==> src/rtl/spi_task_pkg.sv <==
package spi_task_pkg;
  typedef enum logic [2:0] {
    ST_IDLE, ST_ISSUE, ST_WAIT, ST_CAP, ST_XFER, ST_NEXT
  } eng_state_t;

  localparam logic [1:0] W_CTL  = 2'd0;
  localparam logic [1:0] W_DMA  = 2'd1;
  localparam logic [1:0] W_BASE = 2'd2;
  localparam logic [1:0] W_CNT  = 2'd3;

  localparam logic [1:0] G_MODE  = 2'd0;
  localparam logic [1:0] G_IE    = 2'd1;
  localparam logic [1:0] G_IP    = 2'd2;
  localparam logic [1:0] G_ROUTE = 2'd3;

  localparam int AUTO_BIT  = 17;
  localparam int SWEN_BIT  = 31;
  localparam int SWST_BIT  = 30;
  localparam int TASK_BASE = 'h100;
endpackage

==> src/rtl/spi_task_arb.sv <==
module spi_task_arb #(
  parameter int N  = 8,
  parameter int IW = 3
) (
  input  logic [N-1:0]  req,
  output logic          any,
  output logic [IW-1:0] idx
);
  always_comb begin
    any = |req;
    idx = '0;
    for (int i = N - 1; i >= 0; i--)
      if (req[i]) idx = IW'(i);
  end
endmodule

==> src/rtl/spi_task_regs.sv <==
module spi_task_regs
  import spi_task_pkg::*;
#(
  parameter int N      = 8,
  parameter int IW     = 3,
  parameter int AW     = 16,
  parameter int CW     = 16,
  parameter int CSW    = 2,
  parameter int CFG_AW = 10,
  parameter int DW     = 32
) (
  input  logic                  clk,
  input  logic                  rst,
  input  logic                  cfg_we,
  input  logic                  cfg_re,
  input  logic [CFG_AW-1:0]     cfg_addr,
  input  logic [DW-1:0]         cfg_wdata,
  output logic [DW-1:0]         cfg_rdata,
  input  logic [N-1:0]          trig_in,
  input  logic                  grant,
  input  logic [IW-1:0]         grant_idx,
  input  logic                  ev_half,
  input  logic                  ev_done,
  input  logic [IW-1:0]         ev_idx,
  input  logic                  busy,
  input  logic [IW-1:0]         cur_idx,
  output logic                  auto_on,
  output logic [N-1:0]          req,
  output logic [N-1:0][AW-1:0]  base,
  output logic [N-1:0][CW-1:0]  cnt,
  output logic [N-1:0]          dirw,
  output logic [N*CSW-1:0]      route,
  output logic                  irq
);
  localparam int PW  = 2 * N;
  localparam int TSW = CFG_AW - 6;

  logic [N-1:0]  sw_en, sw_st, go, rld;
  logic [PW-1:0] ie, ip, ip_clr, ev_set;
  logic [N-1:0]  sw_launch, sw_stop, relaunch, trig_ok;
  logic [CFG_AW-1:0] toff;
  logic [TSW-1:0] tfull;
  logic [IW-1:0]  tsel;
  logic [1:0]     word;
  logic           is_task, t_ok;
  logic [DW-1:0]  rd;
  logic           unused_wd, unused_ad;

  assign unused_wd = ^cfg_wdata;
  assign unused_ad = ^toff;
  assign toff    = cfg_addr - CFG_AW'(TASK_BASE);
  assign tfull   = toff[CFG_AW-1:6];
  assign tsel    = tfull[IW-1:0];
  assign word    = cfg_addr[3:2];
  assign is_task = cfg_addr >= CFG_AW'(TASK_BASE);
  assign t_ok    = is_task && (int'(tfull) < N);

  always_comb begin
    ip_clr = '0;
    if (cfg_we && !is_task && word == G_IP) ip_clr = cfg_wdata[PW-1:0];
    ev_set = '0;
    if (ev_done) ev_set[ev_idx] = 1'b1;
    if (ev_half) ev_set[N + int'(ev_idx)] = 1'b1;
  end

  generate
    for (genvar n = 0; n < N; n++) begin : g_launch
      logic ctl_wr;
      assign ctl_wr       = cfg_we && t_ok && tsel == IW'(n) && word == W_CTL;
      assign sw_launch[n] = ctl_wr && cfg_wdata[SWEN_BIT] && cfg_wdata[SWST_BIT];
      assign sw_stop[n]   = ctl_wr && !cfg_wdata[SWEN_BIT] && !cfg_wdata[SWST_BIT];
      assign relaunch[n]  = ev_done && ev_idx == IW'(n) && rld[n] && sw_en[n] && sw_st[n];
      assign trig_ok[n]   = auto_on && go[n] && cnt[n] != '0 && !req[n] &&
                            (relaunch[n] || ((trig_in[n] || sw_launch[n]) &&
                             !(busy && cur_idx == IW'(n))));
    end
  endgenerate

  always_comb begin
    rd = '0;
    if (!is_task) begin
      case (word)
        G_MODE:  rd[AUTO_BIT] = auto_on;
        G_IE:    rd[PW-1:0] = ie;
        G_IP:    rd[PW-1:0] = ip;
        default: rd[N*CSW-1:0] = route;
      endcase
    end else if (t_ok) begin
      case (word)
        W_CTL:   begin rd[SWEN_BIT] = sw_en[tsel]; rd[SWST_BIT] = sw_st[tsel]; rd[0] = dirw[tsel]; end
        W_DMA:   rd[1:0] = {rld[tsel], go[tsel]};
        W_BASE:  rd[AW-1:0] = base[tsel];
        default: rd[CW-1:0] = cnt[tsel];
      endcase
    end
  end

  always_ff @(posedge clk) begin
    if (rst) begin
      auto_on <= 1'b0; ie <= '0; ip <= '0; route <= '0;
      sw_en <= '0; sw_st <= '0; go <= '0; rld <= '0; dirw <= '0;
      base <= '0; cnt <= '0; req <= '0; irq <= 1'b0; cfg_rdata <= '0;
    end else begin
      if (cfg_we && !is_task) begin
        case (word)
          G_MODE:  auto_on <= cfg_wdata[AUTO_BIT];
          G_IE:    ie <= cfg_wdata[PW-1:0];
          G_ROUTE: route <= cfg_wdata[N*CSW-1:0];
          default: ;
        endcase
      end
      if (cfg_we && t_ok) begin
        case (word)
          W_CTL:   begin sw_en[tsel] <= cfg_wdata[SWEN_BIT]; sw_st[tsel] <= cfg_wdata[SWST_BIT];
                         dirw[tsel] <= cfg_wdata[0]; end
          W_DMA:   begin go[tsel] <= cfg_wdata[0]; rld[tsel] <= cfg_wdata[1]; end
          W_BASE:  base[tsel] <= cfg_wdata[AW-1:0];
          default: cnt[tsel] <= cfg_wdata[CW-1:0];
        endcase
      end
      if (ev_done && !rld[ev_idx]) go[ev_idx] <= 1'b0;
      ip <= (ip & ~ip_clr) | ev_set;
      for (int n = 0; n < N; n++) begin
        if ((grant && grant_idx == IW'(n)) || sw_stop[n]) req[n] <= 1'b0;
        else if (trig_ok[n]) req[n] <= 1'b1;
      end
      irq <= |(ip & ie);
      if (cfg_re) cfg_rdata <= rd;
    end
  end
endmodule

==> src/rtl/spi_task_engine.sv <==
module spi_task_engine
  import spi_task_pkg::*;
#(
  parameter int N   = 8,
  parameter int IW  = 3,
  parameter int AW  = 16,
  parameter int CW  = 16,
  parameter int CSW = 2
) (
  input  logic                  clk,
  input  logic                  rst,
  input  logic                  auto_on,
  input  logic                  any_req,
  input  logic [IW-1:0]         pick_idx,
  input  logic [N-1:0][AW-1:0]  base,
  input  logic [N-1:0][CW-1:0]  cnt,
  input  logic [N-1:0]          dirw,
  input  logic [N*CSW-1:0]      route,
  output logic                  grant,
  output logic                  ev_half,
  output logic                  ev_done,
  output logic                  busy,
  output logic [IW-1:0]         cur_idx,
  output logic                  mem_re,
  output logic                  mem_we,
  output logic [AW-1:0]         mem_addr,
  output logic [7:0]            mem_wdata,
  input  logic [7:0]            mem_rdata,
  output logic                  xfer_valid,
  output logic [7:0]            xfer_tx,
  input  logic                  xfer_ready,
  input  logic [7:0]            xfer_rx,
  output logic                  cs_active,
  output logic [CSW-1:0]        cs_sel
);
  eng_state_t    st;
  logic [AW-1:0] cur_base;
  logic [CW-1:0] cur_cnt, ofs, half;
  logic          cur_dir;

  assign half    = cur_cnt >> 1;
  assign busy    = st != ST_IDLE;
  assign grant   = st == ST_IDLE && auto_on && any_req;
  assign ev_half = st == ST_NEXT && ofs == half && half != '0;
  assign ev_done = st == ST_NEXT && ofs == cur_cnt;

  always_ff @(posedge clk) begin
    if (rst) begin
      st <= ST_IDLE; cur_idx <= '0; cur_base <= '0; cur_cnt <= '0; cur_dir <= 1'b0;
      ofs <= '0; mem_re <= 1'b0; mem_we <= 1'b0; mem_addr <= '0; mem_wdata <= '0;
      xfer_valid <= 1'b0; xfer_tx <= '0; cs_active <= 1'b0; cs_sel <= '0;
    end else begin
      case (st)
        ST_IDLE: if (grant) begin
          cur_idx   <= pick_idx;
          cur_base  <= base[pick_idx];
          cur_cnt   <= cnt[pick_idx];
          cur_dir   <= dirw[pick_idx];
          cs_sel    <= route[int'(pick_idx)*CSW +: CSW];
          cs_active <= 1'b1;
          ofs       <= '0;
          st        <= ST_ISSUE;
        end
        ST_ISSUE: if (cur_dir) begin
          mem_re   <= 1'b1;
          mem_addr <= cur_base + AW'(ofs);
          st       <= ST_WAIT;
        end else begin
          xfer_valid <= 1'b1;
          xfer_tx    <= 8'hFF;
          st         <= ST_XFER;
        end
        ST_WAIT: begin
          mem_re <= 1'b0;
          st     <= ST_CAP;
        end
        ST_CAP: begin
          xfer_tx    <= mem_rdata;
          xfer_valid <= 1'b1;
          st         <= ST_XFER;
        end
        ST_XFER: if (xfer_ready) begin
          xfer_valid <= 1'b0;
          if (!cur_dir) begin
            mem_we    <= 1'b1;
            mem_addr  <= cur_base + AW'(ofs);
            mem_wdata <= xfer_rx;
          end
          ofs <= ofs + 1'b1;
          st  <= ST_NEXT;
        end
        default: begin
          mem_we <= 1'b0;
          if (ofs == cur_cnt) begin
            cs_active <= 1'b0;
            st        <= ST_IDLE;
          end else begin
            st <= ST_ISSUE;
          end
        end
      endcase
    end
  end
endmodule

==> src/rtl/spi_task_sched.sv <==
module spi_task_sched #(
  parameter int N      = 8,
  parameter int AW     = 16,
  parameter int CW     = 16,
  parameter int CSW    = 2,
  parameter int CFG_AW = 10,
  parameter int DW     = 32
) (
  input  logic              clk,
  input  logic              rst,
  input  logic              cfg_we,
  input  logic              cfg_re,
  input  logic [CFG_AW-1:0] cfg_addr,
  input  logic [DW-1:0]     cfg_wdata,
  output logic [DW-1:0]     cfg_rdata,
  input  logic [N-1:0]      trig_in,
  output logic              irq,
  output logic              mem_re,
  output logic              mem_we,
  output logic [AW-1:0]     mem_addr,
  output logic [7:0]        mem_wdata,
  input  logic [7:0]        mem_rdata,
  output logic              xfer_valid,
  output logic [7:0]        xfer_tx,
  input  logic              xfer_ready,
  input  logic [7:0]        xfer_rx,
  output logic              cs_active,
  output logic [CSW-1:0]    cs_sel
);
  localparam int IW = (N > 1) ? $clog2(N) : 1;

  logic                 auto_on, any_req, grant, ev_half, ev_done, busy;
  logic [IW-1:0]        pick_idx, cur_idx;
  logic [N-1:0]         req, dirw;
  logic [N-1:0][AW-1:0] base;
  logic [N-1:0][CW-1:0] cnt;
  logic [N*CSW-1:0]     route;

  spi_task_regs #(.N(N), .IW(IW), .AW(AW), .CW(CW), .CSW(CSW), .CFG_AW(CFG_AW), .DW(DW)) u_regs (
    .clk(clk), .rst(rst), .cfg_we(cfg_we), .cfg_re(cfg_re), .cfg_addr(cfg_addr),
    .cfg_wdata(cfg_wdata), .cfg_rdata(cfg_rdata), .trig_in(trig_in),
    .grant(grant), .grant_idx(pick_idx), .ev_half(ev_half), .ev_done(ev_done),
    .ev_idx(cur_idx), .busy(busy), .cur_idx(cur_idx), .auto_on(auto_on), .req(req),
    .base(base), .cnt(cnt), .dirw(dirw), .route(route), .irq(irq)
  );

  spi_task_arb #(.N(N), .IW(IW)) u_arb (.req(req), .any(any_req), .idx(pick_idx));

  spi_task_engine #(.N(N), .IW(IW), .AW(AW), .CW(CW), .CSW(CSW)) u_eng (
    .clk(clk), .rst(rst), .auto_on(auto_on), .any_req(any_req), .pick_idx(pick_idx),
    .base(base), .cnt(cnt), .dirw(dirw), .route(route), .grant(grant),
    .ev_half(ev_half), .ev_done(ev_done), .busy(busy), .cur_idx(cur_idx),
    .mem_re(mem_re), .mem_we(mem_we), .mem_addr(mem_addr), .mem_wdata(mem_wdata),
    .mem_rdata(mem_rdata), .xfer_valid(xfer_valid), .xfer_tx(xfer_tx),
    .xfer_ready(xfer_ready), .xfer_rx(xfer_rx), .cs_active(cs_active), .cs_sel(cs_sel)
  );
endmodule

==> config.mk <==
export PLATFORM = sky130hd
export DESIGN_NAME = spi_task_sched
export DESIGN_NICKNAME = d
export VERILOG_FILES = /design/src/rtl/spi_task_pkg.sv /design/src/rtl/spi_task_arb.sv /design/src/rtl/spi_task_regs.sv /design/src/rtl/spi_task_engine.sv /design/src/rtl/spi_task_sched.sv
export SDC_FILE = /design/constraint.sdc
export NUM_CORES = 1
export LEC_CHECK = 0
export BUFFER_PORTS_ARGS = -buffer_cell sky130_fd_sc_hd__buf_2
export CAP_MARGIN = 20
export CORE_UTILIZATION = 56
export DETAILED_ROUTE_END_ITERATION = 7
export PLACE_DENSITY_LB_ADDON = 0.12
export SYNTH_ARGS = -nofsm -noshare
export SYNTH_HDL_FRONTEND = slang
export SYNTH_SLANG_ARGS = --single-unit
export TNS_END_PERCENT = 1
==> constraint.sdc <==
create_clock -name clk -period 2.28 [get_ports clk]
set_input_delay 0.114 -clock clk [delete_from_list [all_inputs] [get_ports clk]]
set_output_delay 0.114 -clock clk [all_outputs]
set_load 0.01 [all_outputs]
; ---- Word level (Yosys, flattened, before mapping)
; Index checks and enable logic that the tools add are counted.
; W data, S select, Z words.
[totals]
register_bits = 466
inputBits = 71
out_inout_bits = 71
[classes]
n_addsub = 4
n_lt_le_gt_ge = 10
n_eq_ne = 36
shift = 1
muxes = 89
n_bitwise = 11
n_reduce_logical = 246
[op_table]
columns = operator, count
row1 = $bwmux W128, 2
row2 = $mux W16, 14
row3 = $bmux W16 S3, 4
row4 = $logic_and A1 B1 Y1, 150
row5 = $reduce_bool A16 Y1, 9
row6 = $pmux W16 S2, 2
row7 = $demux W16 S3, 1
row8 = $mux W8, 6
row9 = $pmux W16 S3, 1
row10 = $eq A3 B3 Y1 const B, 14
row11 = $bwmux W8, 5
row12 = $mux W3, 11
row13 = $and A16 B16 Y16, 2
row14 = $ge A32 B1 Y1 const B, 1
row15 = $lt A32 B6 Y1 const B, 1
row16 = $pmux W14 S2, 1
row17 = $eq A3 B2 Y1 const B, 8
row18 = $logic_or A1 B1 Y1, 24
row19 = $reduce_and A2 Y1, 11
row20 = $bmux W1 S3, 7
row21 = $logic_not A1 Y1, 20
row22 = $mux W1, 20
row23 = $reduce_or A2 Y1, 9
row24 = $add A16 B1 Y16 const B, 1
row25 = 39 further kinds, 73

; ---- Logic depth before layout (Yosys ltp)
[depth]
word_depth = 12
depth_mapped = 10

; ---- Cells and area by module
; A second synthesis with hierarchy kept.
[hier_totals]
cells_unflattened = 2608
area_unflattened_um2 = 23742.8
[modules_own_cells]
columns = module, n_inst, cells_per_inst, area_per_inst_um2, seq_area_each_um2
row1 = spi_task_regs, 1, 1958, 17162.7, 7467.2
row2 = spi_task_engine, 1, 637, 6498.7, 1861.8
row3 = spi_task_arb, 1, 13, 81.3, 0.0

; ---- Least setup slack after synthesis
; OpenSTA, ideal clock, no wires.
[synth_path]
path_type = input -> register
start = in cfg_addr[8]
end = reg u_regs.base[10] in the netlist's numbering
setup_ps = 70
arrival_ps = 2154
slack_ps = 56
cell_stages = 10
cell_sequence = inv_2 buf_1 ha_1 nand2_1 nor2_1 and2_1 clkbuf_1 clkbuf_1 nand2_1 a21oi_1
[synth_between]
elab_chain_cells = 6
word_cells_on_any_way = 12
classes_between = add/sub: 1 / order compare: 4 / mux: 3 / reduce/logical: 4
[synth_rtl]
columns = element, line
row1 = from (decl), spi_task_sched.sv:13  ; input logic [CFG_AW-1:0] cfg_addr,
row2 = $sub A10 B9 Y10, spi_task_regs.sv:51  ; assign toff = cfg_addr - CFG_AW'(TASK_BASE);
row3 = $lt A3 B4 Y1 (not written as such) / $ge A3 B1 Y1 (equally long branches), spi_task_regs.sv:117  ; W_BASE: base[tsel] <= cfg_wdata[AW-1:0];
row4 = $logic_and A1 B1 Y1 (not written as such), spi_task_regs.sv:117
row5 = $mux W16 (not written as such), spi_task_regs.sv:117
row6 = $demux W16 S3, -
row7 = $bwmux W128, spi_task_regs.sv:117
row8 = "to (signal, indexed assignment)", spi_task_regs.sv:117
row9 = to (decl), spi_task_regs.sv:29  ; output logic [N-1:0][AW-1:0] base,
; Parallel ways exist; a longest one is shown, timed or not.
; A chain may end at the register's enable or synchronous reset.

; ---- Final worst setup path
[layout_path]
start = reg u_eng.st[0]
end = reg u_eng.cur_base[13]
[layout_between]
elab_chain_cells = 4
[layout_rtl]
columns = element, line
row1 = from (decl), spi_task_engine.sv:36  ; eng_state_t st;
row2 = from (signal assigned), spi_task_engine.sv:49  ; st <= ST_IDLE; cur_idx <= '0; cur_base <= '0; cur_cnt <= '0; cur_dir <= 1'b0;
row3 = from (signal assigned), spi_task_engine.sv:62  ; st <= ST_ISSUE;
row4 = from (signal assigned), spi_task_engine.sv:67  ; st <= ST_WAIT;
row5 = $logic_not A3 Y1 *, "spi_task_engine.sv:43, spi_task_engine.sv:53"
row6 = $logic_and A1 B1 Y1 (2 in a row), spi_task_engine.sv:43  ; assign grant = st == ST_IDLE && auto_on && any_req;
row7 = $reduce_and A2 Y1 (no source line) *, -
row8 = to (signal assigned), spi_task_engine.sv:56  ; cur_base <= base[pick_idx];
row9 = to (decl), spi_task_engine.sv:37  ; logic [AW-1:0] cur_base;
; Every way passes the cells marked *; elsewhere a longest branch is shown, timed or not.

==> results.yml <==
outcome:
  outcome: "completed"
cts:
  clock-root-buffer: "clkbuf_16"
  htree_levels: 2
  clk_pin_slew_ps: 60
  clkSinkCount: 466
  clk_path_buf_depth: 3
  post_cts_buffers: 0
  clk_latency_ps: 610
  numCtsBuffers: 50
  tritoncts: "done"
worst_setup_path:
  start_kind: "flip-flop"
  required_ps: 2830
  end_kind: "flip-flop"
  reg2reg_depth: 8
  critPathKind: "flip-flop to flip-flop"
  worst_r2r_endpoint: "u_eng.cur_base[13]"
  worstPathArrival_ps: 2800
  r2r_start: "u_eng.st[0]"
  crit_path_max_fanout: 30
  r2r_setup_slack_ps: 30
final_layout:
  finalNetCount: 3169
  syn2layout_area_growth_pct: 17.5
  drive_above_1_share_pct: 19.0
  final_cells: 3652
  fill_cells: 3448
synthesis:
  synth_top_area_share_pct: 39.4
  async_flop_share_pct: 0
  yosys.cell_types.count: 74
  ys_warn_count: 0
  synth_area_mm2: 0.0237
  syn_inst: 2933
  yosysSeqAreaShare_pct: 39.4
  ys.flop_type: "dfxtp_1"
  synth_area_leaders: "dfxtp_1 39%, nand2_1 13%, a21oi_1 8.5%"
  synth_edf_count: 0
  synth_seq_cells: 466
  syn_area_per_cell_um2: 8.07
  synth_top_cell_by_area: "dfxtp_1"
routing:
  routed_wl_mm: 91.5
  first_pass_iters: 8
  met3_length_mm: 12.2
  drtIter0Drc: 3566
  dr_wl_met2_mm: 39.5
  drtAntennaViolNets: 0
  drc: 0
  route.top_layer_used: "met5"
  m1WireLength_mm: 33.8
  wl_per_cell_um: 25.0
  dr_total_vias: 24000
  vias_per_cell: 6.57
floorplanning:
  io_pins: 142
  dieArea_mm2: 0.0431
  rows: 74
  start_util_pct: 57.3
  coreArea_mm2: 0.0413
  chipHeight_um: 208
  die_width_um: 208
flow_run:
  maxCapViolCount: 0
sta:
  period_needed_ps: 2250
  fmax_ghz: 0.445
  fin_tns_setup_ps: 0
  slew_viol_final: 0
  period_share_pct: 98.5
  final_hold_viol_count: 0
  setup_viol: 0
  clock_skew_ps: 11.4
  slew_headroom_pct: 31.8
  tightest_slew_ps: 1020
  setup_slack_ps: 33.8
  rsz0062_at_grt: "no"
  fin_hold_ws_ps: 32.6
placement:
  post-place-ws_ps: -32.3
  hpwl_mm: 63.1
  port_buffers: 111
  placedCellCount: 3525
  gp_congestion: 1.05
grt:
  grt_pass1_wl_mm: 137
  antenna_found_initial: 4
  grt_pass1_vias: 22800
  grt_usage_pct: 41.8
  grt_max_degree: 160
  gr-total-overflow: 0
power_and_ir_drop:
  p_per_area_mw_per_mm2: 667
  power_mw: 18.5
  ir_worst_vdd_v: 0.000592
  p_leak_nw: 10.2
hold_path:
  min_path_cells: 3
  hp-class: "primary input to flip-flop"
  hold_path_end: "u_regs.base[24]"
  hold_path.startpoint: "cfg_wdata[8]"
==> logic make-up after synthesis <==
kind of cell	count (synthesis)	synth area share (%)
XOR/XNOR	48	1.78
multiplexers	186	12.7
flip-flops	466	39.4
buffers and inverters	274	5.07
AO/OA/AOI/OAI	676	16.9
adder cells (fa/ha/maj)	18	0.983
other	1	0.0158
AND/OR/NAND/NOR	1264	23.1
==> critical path, cell delays in order (launching register included) <==
cell	delay, ps
dfxtp_1	320
or4b_4	580
nor2_2	120
and3_2	350
nor2b_2	240
buf_12	240
buf_4	190
nand2_1	80
nand3_1	70
==> cell usage after synthesis, types with 13 or more instances <==
cell	instances
a21oi_1	403
a221oi_1	13
a222oi_1	22
a22oi_1	43
a31oi_1	43
and3_1	44
buf_1	13
buf_2	45
buf_4	21
clkbuf_1	173
dfxtp_1	466
ha_1	17
inv_1	15
mux2_2	77
mux2i_1	25
mux4_2	84
nand2_1	824
nand3_1	107
nand4_1	32
nor2_1	120
nor2b_1	13
nor3_1	23
nor4_1	42
o21ai_0	71
xnor2_1	18
xor2_1	30
==> flip-flops by register name, indices dropped and copies added, names as in the netlist, 8 cells and up <==
name and flops:
u_regs.rld 8, u_regs.sw_st 8, u_eng.mem_addr 16, u_regs.base 128
u_regs.ie 16, u_regs.req 8, u_regs.go 8, u_regs.cnt 128
u_eng.ofs 16, u_regs.cfg_rdata 19, u_eng.cur_base 16, u_eng.cur_cnt 16
u_eng.xfer_tx 8, u_regs.ip 16, u_regs.sw_en 8, u_eng.mem_wdata 8
u_regs.dirw 8, u_regs.route 16
==> layer usage <==
| metal | vias up | GRT usage, % |
|---|---|---|
| li1 | 10700 | - |
| met1 | 11300 | 53.6 |
| met2 | 1664 | 63.3 |
| met3 | 373 | 11.3 |
| met4 | 4 | 24.8 |
| met5 | - | 0 |
==> worst max-delay path by stage <==
stage                       from                    to  depth (start not counted)
3_3_place_gp         cfg_addr[6]  u_regs.cfg_rdata[12]                          9
4_1_cts        u_eng.cur_base[0]    u_eng.mem_addr[14]                          9
5_1_grt         u_eng.cur_cnt[8]         u_regs.req[4]                          7
3_5_place_dp         cfg_addr[7]         u_regs.req[6]                          9
2_1_floorplan        cfg_addr[8]       u_regs.base[10]                         10
6_report             u_eng.st[0]    u_eng.cur_base[13]                          8
==> what timing repair did <==
action                                  CTS  global route
hold buffers                             35             0
endpoints found under the setup margin    0            24
endpoints found under the hold margin   119             0
resized for setup                         0            11
==> layout by cell type (no fill, tap or decap), drive strengths merged, types with 17 or more instances in the layout <==
cell | netlist | final
xnor2 | 18 | 18
buf | 84 | 305
clkbuf | 173 | 69
mux4 | 84 | 84
nor4 | 45 | 45
a222oi | 22 | 22
dlygate4sd3 | 0 | 35
mux2i | 25 | 25
xor2 | 30 | 30
nand4 | 32 | 32
mux2 | 77 | 77
a31oi | 43 | 43
nand2 | 824 | 824
nand3 | 107 | 107
a21oi | 405 | 405
a22oi | 43 | 43
and3 | 44 | 44
nor3 | 23 | 23
ha | 17 | 17
o21ai | 71 | 71
dfxtp | 466 | 466
nor2 | 125 | 125
==> layout make-up <==
type                            count  area (um^2)  area share, %
Multi-Input combinational cell   2205        13300           47.7
Sequential cell                   466         9330           33.6
Timing Repair Buffer              340         2640           9.48
Clock buffer                       69         1440           5.19
Tap cell                          532          666           2.39
Clock inverter                     22          397           1.43
Inverter                           17         63.8          0.229
Antenna cell                        1         2.50        0.00900
==> metrics by stage <==
| stage | cell area [um^2] | utilization [%] |
|---|---|---|
| 6_report | 27800 | 67.3 |
| 5_1_grt | 27800 | 67.3 |
| 4_1_cts | 27700 | 67.2 |
| 3_5_place_dp | 25600 | 61.9 |
| 3_3_place_gp | 25600 | 61.9 |
| 2_1_floorplan | 23700 | - |
==> report_power, final <==
group	total [mW]	switching, mW	internal (mW)	leakage (nW)
clock	9.13	3.57	5.56	0.889
combinational	1.17	0.793	0.375	5.53
sequential	8.24	0.0438	8.20	3.76
total	18.5	4.41	14.1	10.2
No activity file was read; power rests on OpenSTA's default activity.
